### config.mk
export PLATFORM = sky130hd
export DESIGN_NAME = evpin_gen
export DESIGN_NICKNAME = d
export VERILOG_FILES = /design/src/rtl/evpin_pkg.sv /design/src/rtl/evpin_qual.sv /design/src/rtl/evpin_next.sv /design/src/rtl/evpin_gen.sv
export SDC_FILE = /design/constraint.sdc
export NUM_CORES = 1
export LEC_CHECK = 0
export BUFFER_PORTS_ARGS = -buffer_cell sky130_fd_sc_hd__buf_2
export CAP_MARGIN = 20
export CORE_AREA = 3 3 40 42
export DETAILED_ROUTE_END_ITERATION = 16
export DIE_AREA = 0 0 43 45
export GPL_ROUTABILITY_DRIVEN = 0
export MAX_ROUTING_LAYER = met4
export PLACE_DENSITY_LB_ADDON = 0.15
export REMOVE_ABC_BUFFERS = 1
export SYNTH_ARGS = -nofsm -noshare
export SYNTH_HDL_FRONTEND = slang
export SYNTH_HIERARCHICAL = 1
export SYNTH_SLANG_ARGS = --single-unit
export TNS_END_PERCENT = 100
### constraint.sdc
create_clock -name clk -period 2.2 [get_ports clk]
set_input_delay 0.11 -clock clk [delete_from_list [all_inputs] [get_ports clk]]
set_output_delay 0.11 -clock clk [all_outputs]
set_load 0.02 [all_outputs]
### src/rtl/evpin_pkg.sv
package evpin_pkg;

   typedef enum logic [1:0] {
      TRIG_OFF  = 2'd0,
      TRIG_OVF  = 2'd1,
      TRIG_BOTH = 2'd2,
      TRIG_RSV  = 2'd3
   } trig_mode_e;

   function automatic logic trig_active(input trig_mode_e m);
      return (m == TRIG_OVF) || (m == TRIG_BOTH);
   endfunction

   function automatic logic trig_takes_match(input trig_mode_e m);
      return (m == TRIG_BOTH);
   endfunction

endpackage

### src/rtl/evpin_qual.sv
module evpin_qual
   import evpin_pkg::*;
#(
   parameter int MERGE_COINC = 1,
   localparam int CNT_W = 2
) (
   input  trig_mode_e       mode,
   input  logic             ovf,
   input  logic             mat,
   output logic [CNT_W-1:0] n_evt
);

   logic ovf_hit;
   logic mat_hit;

   always_comb begin
      ovf_hit = ovf && trig_active(mode);
      mat_hit = mat && trig_takes_match(mode);
   end

   generate
      if (MERGE_COINC != 0) begin : g_merge
         assign n_evt = {{(CNT_W-1){1'b0}}, ovf_hit | mat_hit};
      end else begin : g_separate
         assign n_evt = {{(CNT_W-1){1'b0}}, ovf_hit} + {{(CNT_W-1){1'b0}}, mat_hit};
      end
   endgenerate

endmodule

### src/rtl/evpin_next.sv
module evpin_next
   import evpin_pkg::*;
#(
   localparam int CNT_W = 2
) (
   input  logic             cur,
   input  logic             dflt,
   input  logic             run,
   input  logic             out_en,
   input  logic             pulse,
   input  trig_mode_e       mode,
   input  logic [CNT_W-1:0] n_evt,
   output logic             nxt
);

   always_comb begin
      nxt = cur;
      if (out_en) begin
         if (!trig_active(mode) || !run) begin
            nxt = dflt;
         end else if (pulse) begin
            nxt = (n_evt != '0) ? ~dflt : dflt;
         end else begin
            nxt = cur ^ n_evt[0];
         end
      end
   end

endmodule

### src/rtl/evpin_gen.sv
module evpin_gen
   import evpin_pkg::*;
#(
   parameter bit RST_LVL     = 1'b0,
   parameter int MERGE_COINC = 1
) (
   input  logic       clk,
   input  logic       rst_n,
   input  logic       ev_ovf,
   input  logic       ev_mat,
   input  logic       run_en,
   input  logic [1:0] trig_sel,
   input  logic       pulse_sel,
   input  logic       dflt_lvl,
   input  logic       pin_dir_out,
   output logic       pin_out
);

   localparam int CNT_W = 2;

   initial begin
      assert (MERGE_COINC == 0 || MERGE_COINC == 1)
         else $error("evpin_gen: MERGE_COINC must be 0 or 1");
   end

   trig_mode_e       mode;
   logic [CNT_W-1:0] n_evt;
   logic             pin_q;
   logic             pin_d;

   assign mode = trig_mode_e'(trig_sel);

   evpin_qual #(
      .MERGE_COINC (MERGE_COINC)
   ) u_qual (
      .mode  (mode),
      .ovf   (ev_ovf),
      .mat   (ev_mat),
      .n_evt (n_evt)
   );

   evpin_next u_next (
      .cur    (pin_q),
      .dflt   (dflt_lvl),
      .run    (run_en),
      .out_en (pin_dir_out),
      .pulse  (pulse_sel),
      .mode   (mode),
      .n_evt  (n_evt),
      .nxt    (pin_d)
   );

   always_ff @(posedge clk or negedge rst_n) begin
      if (!rst_n) begin
         pin_q <= RST_LVL;
      end else begin
         pin_q <= pin_d;
      end
   end

   assign pin_out = pin_q;

endmodule

==> run summary <==
Largest net degree at the start of global routing: 4
Crit-path slowest cell: ha_1
Multi-input logic area: 88.84 sq um
Total track usage: 2.735%
Min-delay worst type: input port to flop
Worst setup EP type: flop
DRT Wirelength: 285 microns
Port bufs: 10
Io pins: 11
CP startpoint kind: input port
Register area: 25.02 sq um
Yosys cell types: 11
Core ar.: 0.001285 sq mm
Reg power frac: 39.9%
Drt initial violations: 1
Mapped Cells: 18
DP HPWL: 281.4 microns
RSZ-0062 raised after global routing: false
Sequential fraction of the synthesis area: 19.42%
Pwr Density: 288.9 mW/mm^2
Initial Utilization: 10.03%
Placed cell areas: 190.2 sq um
Pre-CTS setup slack: 0.7393 ns
RR Startpoint: pin_out
Share of layout cells above drive strength 1: 39.29%
Clk pwr share: 0%
Row Count: 13
Antenna Cells: 0
Hold Path Origin: pin_dir_out
Hold endpoint: pin_out
CTS clk-pin slew, worst paths: 0 ns
Crit path cell chain: buf_2 -> inv_1 -> ha_1 -> o21ai_2 -> nor2_1 -> xor2_1 -> a211o_1 -> a31oi_1
Post-synth top area cell: xor2_1
Routed len/inst: 6.628 microns
Fin worst setup slack: 0.7534 ns
YS warnings: 6
Filler cell count: 152
Worst r2r path cells: 4
Top post-synthesis cells by area: xor2_1 20%, dfrtp_1 19%, ha_1 9.7%, nand2_1 8.7%, nor2_1 8.7%
Syn Area/Cell: 7.160 sq um
Initial antenna violation count: 0
Arrival @ worst endpoint: 1.36 ns
Pins Over Slew Limit: 0
Reg2reg setup slack: 1.18 ns
Tcrit/Tclk final: 65.76%
Synth top area share: 20.39%
Clock Latency Late Sink: 0 ns
CP max FO: 2
Achievable Freq: 0.6913 GHz
Vias in the first global route: 119
Layout Skew: 0 ns
Final hold viol count: 0
Switching power: 0.00001896 W
Post-synth EDFFs: 0
Leakage power: 0.1092 nW
CP required: 2.11 ns
WHS Path Cells: 2
Via/cell ratio: 3.093
Die Y: 45 microns
Primary FF master, synth: dfrtp_1
Via count: 133
Hold buffer count at CTS: 1
Die area: 0.001935 sq mm
Largest register FFs: 1
Status: completed
Combinational Power Share: 60.1%
Die X: 43 microns
Setup TNS: 0 ns
Clock period minus worst slack: 1.447 ns
Max-Cap Viols: 0
Ys async rst share: 100.0%
Crit path largest cell delay: 0.29 ns
Total congestion overflow: 0
Post-synth top cells: 3 x nand2_1, 3 x nor2_1, 3 x xor2_1
Final ANT Viol Nets: 0
Final nets: 41
Number of synthesized register bits: 1
Crit path buf inv count: 2
Post-synthesis cell area: 128.9 sq um
Final Instance Area: 200.2 sq um
DRC viols: 0
P_int: 0.00003887 W
Global-route wire length before repair: 427 microns
Max IR drop VDD: 0.00007993 V
Cts repair resizes: 0
Delay-heaviest family, CP: compound AO/OA/AOI/OAI gates
Count of final setup violators: 0
Area Overhead vs Synth: 55.34%
First drt pass iteration count: 2
Setup Buffers After CTS: 0
Sw Share: 32.79%
Critical path type: input port to flop
FF-to-FF End: pin_out
-- cells by family (layout without fill, tap and decap cells) --
group | after synthesis | after routing | synth area share (%)
buf+inv | 3 | 13 | 11.65
fa+ha+maj | 1 | 1 | 9.707
xor+xnor | 3 | 3 | 20.39
simple gates | 6 | 6 | 17.47
flops | 1 | 1 | 19.41
other cells | 1 | 1 | 2.910
compound gates | 3 | 3 | 18.45
-- layout make-up --
| class | count | share of cell area, % |
|---|---|---|
| multi-input combinational | 14 | 44.38 |
| timing repair buffer | 11 | 30.00 |
| sequential | 1 | 12.50 |
| tap | 15 | 9.375 |
| inverter | 2 | 3.750 |
-- per-stage QoR --
stage | hold slack, ns | std cells | utilization (%) | power [W]
6_report | 0.3150 | 43 | 15.58 | 0.00005783
5_1_grt | 0.3314 | 43 | 15.58 | 0.00006266
4_1_cts | 0.3163 | 43 | 15.58 | 0.00005878
3_5_place_dp | -0.1143 | 42 | 14.80 | 0.00005732
3_3_place_gp | -0.1160 | 42 | 14.80 | 0.00005648
2_1_floorplan | -0.1856 | 17 | - | 0.00004298
-- metal layers --
metal  vias to the layer above  track usage, %  wire, microns
li1                         76               -              -
met1                        57           1.671             68
met2                         0           7.485            217
met3                         0               0              0
met4                         0               0              0
met5                         -               -              0
-- cell usage in the layout (no fill, tap or decap) --
| cell | instances |
|---|---|
| ha_1 | 1 |
| inv_1 | 2 |
| conb_1 | 1 |
| a31oi_1 | 1 |
| dlygate4sd3_1 | 1 |
| o21ai_2 | 1 |
| nor2_1 | 3 |
| dfrtp_1 | 1 |
| a211o_1 | 1 |
| nand2_1 | 3 |
| xor2_1 | 3 |
| buf_2 | 10 |
-- how the worst max path moves through the flow --
stage / startpoint / endpoint / slack (ns) / depth (start not counted)
after floorplan: trig_sel[0] / pin_out / 0.94 / 7
after global placement: trig_sel[0] / pin_out / 0.76 / 8
after detailed placement: trig_sel[0] / pin_out / 0.74 / 8
after CTS: trig_sel[0] / pin_out / 0.73 / 8
after global routing: trig_sel[0] / pin_out / 0.66 / 8
final: trig_sel[0] / pin_out / 0.75 / 8
-- power by group through the flow --
| stage | Combinational, W | Sequential, W | Clock [W] |
|---|---|---|---|
| after floorplan | 0.0000167 | 0.0000263 | 0 |
| after global placement | 0.0000333 | 0.0000232 | 0 |
| after detailed placement | 0.0000342 | 0.0000231 | 0 |
| after CTS | 0.0000356 | 0.0000231 | 0 |
| after global routing | 0.0000393 | 0.0000233 | 0 |
| final | 0.0000348 | 0.0000231 | 0 |
No activity file was read; power rests on OpenSTA's default activity.
